<file path="src/rtl/slt_pkg.sv">
package slt_pkg;
  typedef enum logic [2:0] {
    ST_IDLE = 3'd0,
    ST_LO   = 3'd1,
    ST_HI   = 3'd2,
    ST_WAIT = 3'd3,
    ST_DONE = 3'd4
  } slt_state_e;
endpackage

</file>
<file path="src/rtl/slt_part_count.sv">
module slt_part_count (
  input  logic       clk,
  input  logic       rst_n,
  input  logic       clr,
  input  logic       load,
  input  logic       load_two,
  input  logic [1:0] dec,
  output logic [1:0] cnt,
  output logic       finish
);
  assign finish = (cnt != 2'd0) && (cnt == dec) && !load && !clr;

  always_ff @(posedge clk or negedge rst_n) begin
    if (!rst_n)    cnt <= 2'd0;
    else if (clr)  cnt <= 2'd0;
    else if (load) cnt <= load_two ? 2'd2 : 2'd1;
    else           cnt <= cnt - dec;
  end

  AST_NO_UNDERFLOW: assert property (@(posedge clk) disable iff (!rst_n)
    (!load && !clr) |-> (dec <= cnt));
endmodule

</file>
<file path="src/rtl/slt_result_buf.sv">
module slt_result_buf #(
  parameter int DATA_BYTES = 8,
  localparam int SZ_W = $clog2(DATA_BYTES + 1),
  localparam int DW   = DATA_BYTES * 8
) (
  input  logic            clk,
  input  logic            rst_n,
  input  logic            clr,
  input  logic            lo_we,
  input  logic            hi_we,
  input  logic [SZ_W-1:0] lo_end,
  input  logic [SZ_W-1:0] lo_size,
  input  logic [SZ_W-1:0] size,
  input  logic [DW-1:0]   rsp_data,
  output logic [DW-1:0]   buf_q
);
  logic [DW-1:0] hi_shift;
  assign hi_shift = rsp_data << {lo_size, 3'b000};

  for (genvar b = 0; b < DATA_BYTES; b++) begin : g_lane
    localparam logic [SZ_W-1:0] LANE = SZ_W'(b);
    logic lo_hit, hi_hit;
    assign lo_hit = lo_we && (LANE < lo_end);
    assign hi_hit = hi_we && (LANE >= lo_size) && (LANE < size);
    always_ff @(posedge clk or negedge rst_n) begin
      if (!rst_n)      buf_q[b*8 +: 8] <= 8'h00;
      else if (clr)    buf_q[b*8 +: 8] <= 8'h00;
      else if (lo_hit) buf_q[b*8 +: 8] <= rsp_data[b*8 +: 8];
      else if (hi_hit) buf_q[b*8 +: 8] <= hi_shift[b*8 +: 8];
    end
  end

  AST_ONE_HALF: assert property (@(posedge clk) disable iff (!rst_n)
    !(lo_we && hi_we));
endmodule

</file>
<file path="src/rtl/slt_block_rec.sv">
module slt_block_rec #(
  parameter int SEQ_W = 8
) (
  input  logic             clk,
  input  logic             rst_n,
  input  logic             evt,
  input  logic [SEQ_W-1:0] evt_seq,
  input  logic             set_handled,
  input  logic             clear,
  output logic             valid,
  output logic [SEQ_W-1:0] seq,
  output logic             handled
);
  logic live, take;
  assign live = valid && !clear;
  assign take = evt && (!live || (evt_seq <= seq));

  always_ff @(posedge clk or negedge rst_n) begin
    if (!rst_n) begin
      valid <= 1'b0; seq <= '0; handled <= 1'b0;
    end else if (take) begin
      valid <= 1'b1; seq <= evt_seq; handled <= 1'b0;
    end else if (clear) begin
      valid <= 1'b0; handled <= 1'b0;
    end else if (set_handled && valid) begin
      handled <= 1'b1;
    end
  end

  AST_KEEP_OLDEST: assert property (@(posedge clk) disable iff (!rst_n)
    (valid && !clear && evt && (evt_seq > seq)) |=> (seq == $past(seq)) && valid);
  AST_NEW_UNHANDLED: assert property (@(posedge clk) disable iff (!rst_n)
    (evt && !valid) |=> (valid && !handled));
endmodule

</file>
<file path="src/rtl/split_load_tracker.sv">
module split_load_tracker
  import slt_pkg::*;
#(
  parameter int DATA_BYTES = 8,
  parameter int SEQ_W      = 8,
  parameter int BUD_W      = 2,
  localparam int SZ_W = $clog2(DATA_BYTES + 1),
  localparam int DW   = DATA_BYTES * 8
) (
  input  logic             clk,
  input  logic             rst_n,
  input  logic             req_valid,
  output logic             req_ready,
  input  logic             req_split,
  input  logic [SZ_W-1:0]  req_size,
  input  logic [SZ_W-1:0]  req_lo_size,
  input  logic [SEQ_W-1:0] req_seq,
  input  logic [BUD_W-1:0] port_budget,
  output logic             port_take,
  output logic             cq_valid,
  input  logic             cq_ready,
  output logic             cq_half,
  input  logic             rsp_valid,
  input  logic             rsp_half,
  input  logic [DW-1:0]    rsp_data,
  input  logic             squash,
  output logic             done_valid,
  input  logic             done_ready,
  output logic [DW-1:0]    done_data,
  output logic [SEQ_W-1:0] done_seq,
  output logic             replay,
  output logic             wb_dec,
  output logic             blk_valid,
  output logic [SEQ_W-1:0] blk_seq,
  output logic             blk_handled,
  input  logic             blk_handled_set,
  input  logic             blk_clear
);
  slt_state_e state, state_n;
  logic [SEQ_W-1:0] seq_q;
  logic             split_q, kill_q, lo_acc_q;
  logic [SZ_W-1:0]  size_q, lo_q, lo_end;
  logic             req_fire, cq_acc, cq_ref, lo_ref, hi_ref;
  logic             rsp_take, lo_we, hi_we, finish, cnt_clr;
  logic [1:0]       dec, cnt;

  assign req_ready = (state == ST_IDLE);
  assign req_fire  = req_valid && req_ready;

  assign cq_valid  = ((state == ST_LO) || (state == ST_HI)) && (port_budget != '0);
  assign cq_half   = (state == ST_HI);
  assign port_take = cq_valid;
  assign cq_acc    = cq_valid && cq_ready;
  assign cq_ref    = cq_valid && !cq_ready;
  assign lo_ref    = cq_ref && (state == ST_LO);
  assign hi_ref    = cq_ref && (state == ST_HI);

  assign replay = lo_ref || hi_ref;
  assign wb_dec = lo_ref;

  assign rsp_take = rsp_valid && ((state == ST_HI) || (state == ST_WAIT))
                    && (!rsp_half || split_q);
  assign lo_we    = rsp_take && !rsp_half;
  assign hi_we    = rsp_take && rsp_half;
  assign dec      = {1'b0, rsp_take} + {1'b0, hi_ref};
  assign cnt_clr  = (state == ST_LO) && (squash || lo_ref);
  assign lo_end   = split_q ? lo_q : size_q;

  always_comb begin
    state_n = state;
    unique case (state)
      ST_IDLE: if (req_valid) state_n = ST_LO;
      ST_LO: begin
        if (squash || lo_ref) state_n = ST_IDLE;
        else if (cq_acc)      state_n = split_q ? ST_HI : ST_WAIT;
      end
      ST_HI: begin
        if (finish)        state_n = ST_IDLE;
        else if (cq_valid) state_n = ST_WAIT;
      end
      ST_WAIT: if (finish) state_n = (kill_q || squash) ? ST_IDLE : ST_DONE;
      ST_DONE: if (done_ready || squash) state_n = ST_IDLE;
      default: state_n = ST_IDLE;
    endcase
  end

  always_ff @(posedge clk or negedge rst_n) begin
    if (!rst_n) begin
      state    <= ST_IDLE;
      seq_q    <= '0;
      split_q  <= 1'b0;
      size_q   <= '0;
      lo_q     <= '0;
      kill_q   <= 1'b0;
      lo_acc_q <= 1'b0;
    end else begin
      state <= state_n;
      if (req_fire) begin
        seq_q    <= req_seq;
        split_q  <= req_split;
        size_q   <= req_size;
        lo_q     <= req_lo_size;
        kill_q   <= 1'b0;
        lo_acc_q <= 1'b0;
      end else begin
        if (hi_ref || (squash && (state != ST_IDLE))) kill_q <= 1'b1;
        if ((state == ST_LO) && cq_acc) lo_acc_q <= 1'b1;
      end
    end
  end

  slt_part_count u_count (
    .clk(clk), .rst_n(rst_n), .clr(cnt_clr), .load(req_fire),
    .load_two(req_split), .dec(dec), .cnt(cnt), .finish(finish)
  );

  slt_result_buf #(.DATA_BYTES(DATA_BYTES)) u_buf (
    .clk(clk), .rst_n(rst_n), .clr(req_fire), .lo_we(lo_we), .hi_we(hi_we),
    .lo_end(lo_end), .lo_size(lo_q), .size(size_q), .rsp_data(rsp_data),
    .buf_q(done_data)
  );

  slt_block_rec #(.SEQ_W(SEQ_W)) u_blk (
    .clk(clk), .rst_n(rst_n), .evt(replay), .evt_seq(seq_q),
    .set_handled(blk_handled_set), .clear(blk_clear),
    .valid(blk_valid), .seq(blk_seq), .handled(blk_handled)
  );

  assign done_valid = (state == ST_DONE);
  assign done_seq   = seq_q;

  AST_HI_AFTER_LO: assert property (@(posedge clk) disable iff (!rst_n)
    (cq_valid && cq_half) |-> lo_acc_q);
  AST_WB_ONLY_LO: assert property (@(posedge clk) disable iff (!rst_n)
    wb_dec |-> !lo_acc_q);
  AST_REPLAY_FREE: assert property (@(posedge clk) disable iff (!rst_n)
    (replay && !cq_half) |=> req_ready);
  AST_DONE_HOLD: assert property (@(posedge clk) disable iff (!rst_n)
    (done_valid && !done_ready && !squash) |=> (done_valid && $stable(done_data)));
  AST_BUSY_NO_READY: assert property (@(posedge clk) disable iff (!rst_n)
    req_fire |=> !req_ready);
endmodule

</file>
<file path="config.mk">
export PLATFORM = sky130hd
export DESIGN_NAME = split_load_tracker
export DESIGN_NICKNAME = d
export VERILOG_FILES = /design/src/rtl/slt_pkg.sv /design/src/rtl/slt_part_count.sv /design/src/rtl/slt_result_buf.sv /design/src/rtl/slt_block_rec.sv /design/src/rtl/split_load_tracker.sv
export SDC_FILE = /design/constraint.sdc
export NUM_CORES = 1
export LEC_CHECK = 0
export BUFFER_PORTS_ARGS = -buffer_cell sky130_fd_sc_hd__buf_2
export CAP_MARGIN = 20
export CELL_PAD_IN_SITES_DETAIL_PLACEMENT = 0
export CELL_PAD_IN_SITES_GLOBAL_PLACEMENT = 1
export CORE_MARGIN = 2
export CORE_UTILIZATION = 43
export DETAILED_ROUTE_END_ITERATION = 12
export PLACE_DENSITY_LB_ADDON = 0.1
export SLEW_MARGIN = 40
export SYNTH_ARGS = -nofsm -noshare
export SYNTH_HDL_FRONTEND = slang
export SYNTH_SLANG_ARGS = --single-unit
</file>
<file path="constraint.sdc">
create_clock -name clk -period 4.6 [get_ports clk]
set_input_delay 0.46 -clock clk [delete_from_list [all_inputs] [get_ports clk]]
set_output_delay 0.46 -clock clk [all_outputs]
set_load 0.01 [all_outputs]
</file>
==> flow_metrics.tcl, run 1 <==
set metrics [dict create \
    status "completed" \
    drt_iter0_drc 470 \
    timing.hold.ws_ns 0.0901 \
    crit_fanout 12 \
    skew_ns 0.00745 \
    dr.pass1.iters 5 \
    antenna_left 0 \
    fp.dieW_microns 131 \
    synth_flop_cell "dfrtp_1" \
    slew_violations 0 \
    antenna_found_initial 0 \
    grt_usage 0.279 \
    worst-r2r-setup-slack_ns 1.46 \
    rsz0062_at_grt "no" \
    r2r-start "state[1]" \
    cts-root-buf "clkbuf_16" \
    final_cells 1146 \
    synthCells 786 \
    gp_congestion 0.917 \
    synthArstFlopShare 1.00 \
    post_cts_buffers 0 \
    power_mw 5.42 \
    cts_tree "built" \
    cp_cell_sequence "xnor2_1 -> or4_1 -> nor3_1 -> ha_1 -> ha_1 -> o21ai_0 -> o21a_1 -> a211oi_1 -> o32ai_1" \
    drc_errors 0 \
    crit_path_start "state[1]" \
    first_global_vias 6349 \
    grt-ovfl-total 0 \
    crit_cells 9 \
    syn_area_sq_mm 0.00689 \
    numPlacedInstances 1130 \
    synth_fp_nets 889 \
    tightestPinTransition_ns 0.805 \
    dp.final_hpwl_microns 18100 \
    p_leak_nw 3.86 \
    path_class "reg2reg" \
    wl_per_cell_microns 20.8 \
    synth_edf_count 0 \
    synth_area_per_cell_sq_um 8.76 \
    crit_slowest_cell "or4_1" \
    setup_tns_ns 0 \
    initial_utilization 0.437 \
    setup_ws_ns 1.46 \
    dieHeight_microns 131 \
    synth_cell_types 66 \
    diodes 0 \
    reg2reg_depth 9 \
    ctsResizeCount 0 \
    avgViaCountPerCell 5.87 \
    hold_viol 0 \
    cts_buffers 9 \
    worst_setup_path_start_kind "register" \
    cp_num_buf_inv 0 \
    setup_violations 0 \
    num_rows 46 \
    io_buffers 181 \
    nets 1028 \
    die_area_sq_mm 0.0170 \
    max_stage_delay_ns 0.65 \
    synth-seq-cells 97 \
    period_share 0.682 \
    cp.required_ns 4.83 \
    drive_gt1_frac 0.284 \
    grt_max_degree 71 \
    maxCapViolCount 0 \
    holdBufCountCts 0 \
    hp-class "in2async" \
    grt_pass1_wl_microns 36000 \
    vias 6722 \
    cpMostUsedCell "ha_1" \
    relSlewSlack 0.461 \
    fmax_ghz 0.319 \
    yosys_warnings 0 \
    h-tree-depth 3 \
    io_pins 182 \
    synth.yosys.seq_area_share 0.353 \
    core_area_sq_mm 0.0158 \
    dp_slack_ns 1.44 \
    vdd_drop_max_uv 283 \
    worstSetupEndpoint "state[0]" \
    area_delta_synth_final_pct 17.6 \
    clk_pin_slew_ns 0.07 \
    cts_sinks 97 \
    worst_setup_path_end_kind "register" \
    cellPowerDensity_mw_per_mm2 669 \
    regToRegEndpoint "state[0]" \
    cpLargestDelayFamily "simple AND/OR/NAND/NOR gates" \
    clock_latency_ns 0.36 \
    wirelength_microns 23900 \
    crit_arrival_ns 3.37 \
    clockBufferDepth 2 \
    min_period_ns 3.14 \
]
## worst reg2reg max path: stages (launching register included)
cell      delay, ns
dfrtp_1        0.51
xnor2_1        0.18
or4_1          0.65
nor3_1         0.32
ha_1           0.29
ha_1           0.29
o21ai_0        0.18
o21a_1         0.24
a211oi_1       0.26
o32ai_1        0.11
## flip-flops by register name (all words and copies together) (netlist names)
register	flops
u_buf.buf_q	64
done_seq	8
u_blk.seq	8
lo_q	4
size_q	4
state	3
u_count.cnt	2
kill_q	1
split_q	1
u_blk.handled	1
u_blk.valid	1
## kinds of logic after synthesis
| group | count (synthesis) | synth area share |
|---|---|---|
| adder cells (fa/ha/maj) | 10 | 0.0182 |
| AO/OA/AOI/OAI | 223 | 0.222 |
| AND/OR/NAND/NOR | 273 | 0.187 |
| XOR/XNOR | 3 | 0.00382 |
| multiplexers | 91 | 0.151 |
| flip-flops | 97 | 0.353 |
| buffers and inverters | 89 | 0.0654 |
## stage by stage
stage	utilization	cell area, sq um
after global placement	0.493	7780
after floorplan	-	6890
after global routing	0.513	8100
final	0.513	8100
after detailed placement	0.495	7810
after CTS	0.513	8090
## layout make-up
class	instances	area [sq um]
Fill cell	1586	7670
Multi-Input combinational cell	600	4010
Sequential cell	97	2430
Timing Repair Buffer	192	1010
Tap cell	216	270
Clock buffer	11	243
Inverter	25	93.8
Clock inverter	5	37.5
## per-layer routing
layer / GRT usage / vias up / routed length, microns
met3: 0.0387 / 25 / 1570
met1: 0.406 / 3293 / 11000
li1: - / 3134 / -
met4: 0.0845 / 0 / 405
met5: 0 / - / 0
met2: 0.433 / 270 / 11000
## Yosys cell counts, drive strengths merged, types with 10 or more instances
library cell / instances / area, sq um
ha: 10 / 125
nand2: 120 / 458
nand3: 41 / 205
o211ai: 26 / 200
clkbuf: 25 / 95.1
nand3b: 10 / 75.1
o21ai: 35 / 179
o21a: 11 / 82.6
inv: 25 / 93.8
nor2: 56 / 213
dfrtp: 97 / 2430
mux2i: 59 / 591
a21oi: 66 / 330
mux2: 24 / 270
buf: 39 / 262
a31oi: 19 / 140
a22o: 13 / 114
a2111oi: 10 / 113
## how the worst min path moves through the flow
stage	from	to	slack (ns)	cells after the start
after floorplan	rst_n	done_seq[0]	0.16	0
after global placement	u_buf.buf_q[25]	u_buf.buf_q[25]	0.49	2
after detailed placement	u_buf.buf_q[29]	u_buf.buf_q[29]	0.50	2
after CTS	rst_n	u_blk.seq[3]	0.22	1
after global routing	rst_n	u_blk.seq[2]	0.13	1
final	rst_n	u_blk.seq[2]	0.09	1
## power by group
part | switching [mW] | total [mW] | internal [mW]
registers | 0.453 | 1.67 | 1.21
clock network | 0.343 | 0.727 | 0.385
logic | 1.79 | 3.03 | 1.24
## cell usage in the layout (no fill, tap or decap), drive strengths merged, types with 19 or more instances in the layout
master | synthesis | layout
a21oi | 66 | 66
a31oi | 19 | 19
buf | 39 | 192
dfrtp | 97 | 97
inv | 25 | 27
mux2 | 24 | 24
mux2i | 59 | 59
nand2 | 120 | 120
nand3 | 41 | 41
nor2 | 56 | 56
o211ai | 26 | 26
o21ai | 35 | 35
No activity file was read; power rests on OpenSTA's default activity.
==> inputs of run 2 (changes only) <==
- CORE_UTILIZATION: 43 -> 40
- clock period: 4.6 -> 3.2 ns (I/O delays scaled with it)
==> run 2 against run 1 <==
Routed wire length grew 3.7%. Critical path type unchanged. The flow now finishes with violations (hold timing). First-iteration DRC count up 27%. Setup slack lost 1.1 ns. Flip-flop and latch count did not move. Combinational power up 49%. Register-to-register slack got worse by 1.1 ns. Utilization fell by 2.1 points. Critical path depth stayed put. Hold slack got worse by 0.10 ns.
==> flow_metrics.tcl, run 2 (synthesis gave the netlist of run 1 again) <==
set metrics [dict create \
    status "finished with violations" \
    failed_checks "hold timing" \
    p_clk_frac 0.147 \
    grt_usage 0.269 \
    hold_viol 2 \
    path_class "reg2reg" \
    antenna_found_initial 1 \
    dr.pass1.iters 5 \
    rsz0062_at_grt "no" \
    combPwrFrac 0.564 \
    grt_max_degree 50 \
    final_cells 1161 \
    diodes 0 \
    wl_per_cell_microns 21.3 \
    dieHeight_microns 135 \
    cts-root-buf "clkbuf_16" \
    tightestPinTransition_ns 0.802 \
    core_area_sq_mm 0.0167 \
    p_int_mw 4.25 \
    post_cts_buffers 0 \
    grt_pass1_wl_microns 37500 \
    clk_pin_slew_ns 0.07 \
    first_global_vias 6417 \
    largest_register_ffs 64 \
    worst_setup_path_end_kind "register" \
    relSlewSlack 0.452 \
    fmax_ghz 0.353 \
    design_area_sq_mm 0.00822 \
    drt_iter0_drc 595 \
    setup_violations 0 \
    numPlacedInstances 1145 \
    holdBufCountCts 0 \
    wirelength_microns 24800 \
    die_area_sq_mm 0.0183 \
    vdd_drop_max_uv 470 \
    io_pins 182 \
    slew_violations 0 \
    initial_utilization 0.412 \
    num_rows 47 \
    vias 6850 \
    top_register "u_buf.buf_q" \
    clock_latency_ns 0.36 \
    layout_common_cells "buf_2 (180), nand2_1 (118), dfrtp_1 (95), a21oi_1 (65), mux2i_1 (59)" \
    placed_area_sq_mm 0.00790 \
    final_common_cell "buf_2" \
    antenna_left 0 \
    min_period_ns 2.83 \
    grt-ovfl-total 0 \
    gp_congestion 0.960 \
    final_core_util 0.492 \
    power_frac_seq 0.289 \
    fp.dieW_microns 135 \
    switching_share 0.468 \
    crit_arrival_ns 3.07 \
    dp_slack_ns 0.391 \
    nets 1039 \
    area_delta_synth_final_pct 19.4 \
    crit_fanout 9 \
    cts_sinks 97 \
    setup_ws_ns 0.367 \
    drive_gt1_frac 0.292 \
    setup_tns_ns 0 \
    p_leak_nw 3.94 \
    dp.final_hpwl_microns 19000 \
    worst_setup_path_start_kind "register" \
    cp.required_ns 3.44 \
    skew_ns 0.0102 \
    clockBufferDepth 2 \
    maxCapViolCount 0 \
    timing.hold.ws_ns -0.0111 \
    cts_buffers 9 \
    ctsResizeCount 0 \
    hp-class "in2async" \
    period_share 0.885 \
    cts_tree "built" \
    switchingPower_mw 3.73 \
    drc_errors 0 \
    io_buffers 181 \
    power_mw 7.98 \
    h-tree-depth 3 \
    cellPowerDensity_mw_per_mm2 971 \
    avgViaCountPerCell 5.90 \
]
==> run 2: changes by cell type in the layout (fill, tap and decap cells not counted), sizes merged <==
cell | before | now
clkinvlp | 2 | 0
clkinv | 1 | 2
clkbuf | 11 | 13
bufinv | 0 | 1
inv | 27 | 25
buf | 192 | 203
==> run 2: path summary, 6_finish.rpt <==
kind                                       from         endpoint  slack (ns)  depth (start not counted)
worst max-delay path                   state[1]         state[0]        0.37                          9
worst min-delay path                      rst_n         state[2]       -0.01                          1
worst max register to register         state[1]         state[0]        0.37                          9
worst min register to register  u_buf.buf_q[31]  u_buf.buf_q[31]        0.51                          2
max in group asynchronous                 rst_n  u_buf.buf_q[44]        2.49                          2
min in group clk                     req_seq[6]      done_seq[6]        0.15                          3
==> run 2: final cells by class <==
type / count / area [sq um]
Sequential cell: 97 / 2430
Multi-Input combinational cell: 600 / 4020
Clock buffer: 13 / 270
Inverter: 25 / 93.8
Timing Repair Buffer: 203 / 1090
Clock inverter: 3 / 47.5
Tap cell: 220 / 275
Fill cell: 1669 / 8480
==> run 2: power by group through the flow <==
stage               Combinational [mW]  Clock (mW)  Sequential (mW)
floorplan                         3.10           0             2.26
global placement                  4.39           0             2.29
detailed placement                4.47           0             2.31
CTS                               4.48        1.19             2.30
global route                      4.91        1.25             2.39
finish                            4.50        1.18             2.31
==> run 2: critical path, cell delays in order (launching register included) <==
cell	delay [ns]
dfrtp_1	0.51
xnor2_1	0.18
or4_1	0.47
nor3_1	0.24
ha_1	0.28
ha_1	0.30
o21ai_0	0.17
o21a_1	0.23
a211oi_1	0.23
o32ai_1	0.10
==> run 2: layer usage <==
layer / share of wire / track usage
met5: 0 / 0
met4: 0.018 / 0.0799
met1: 0.46 / 0.405
met2: 0.44 / 0.400
met3: 0.073 / 0.0400
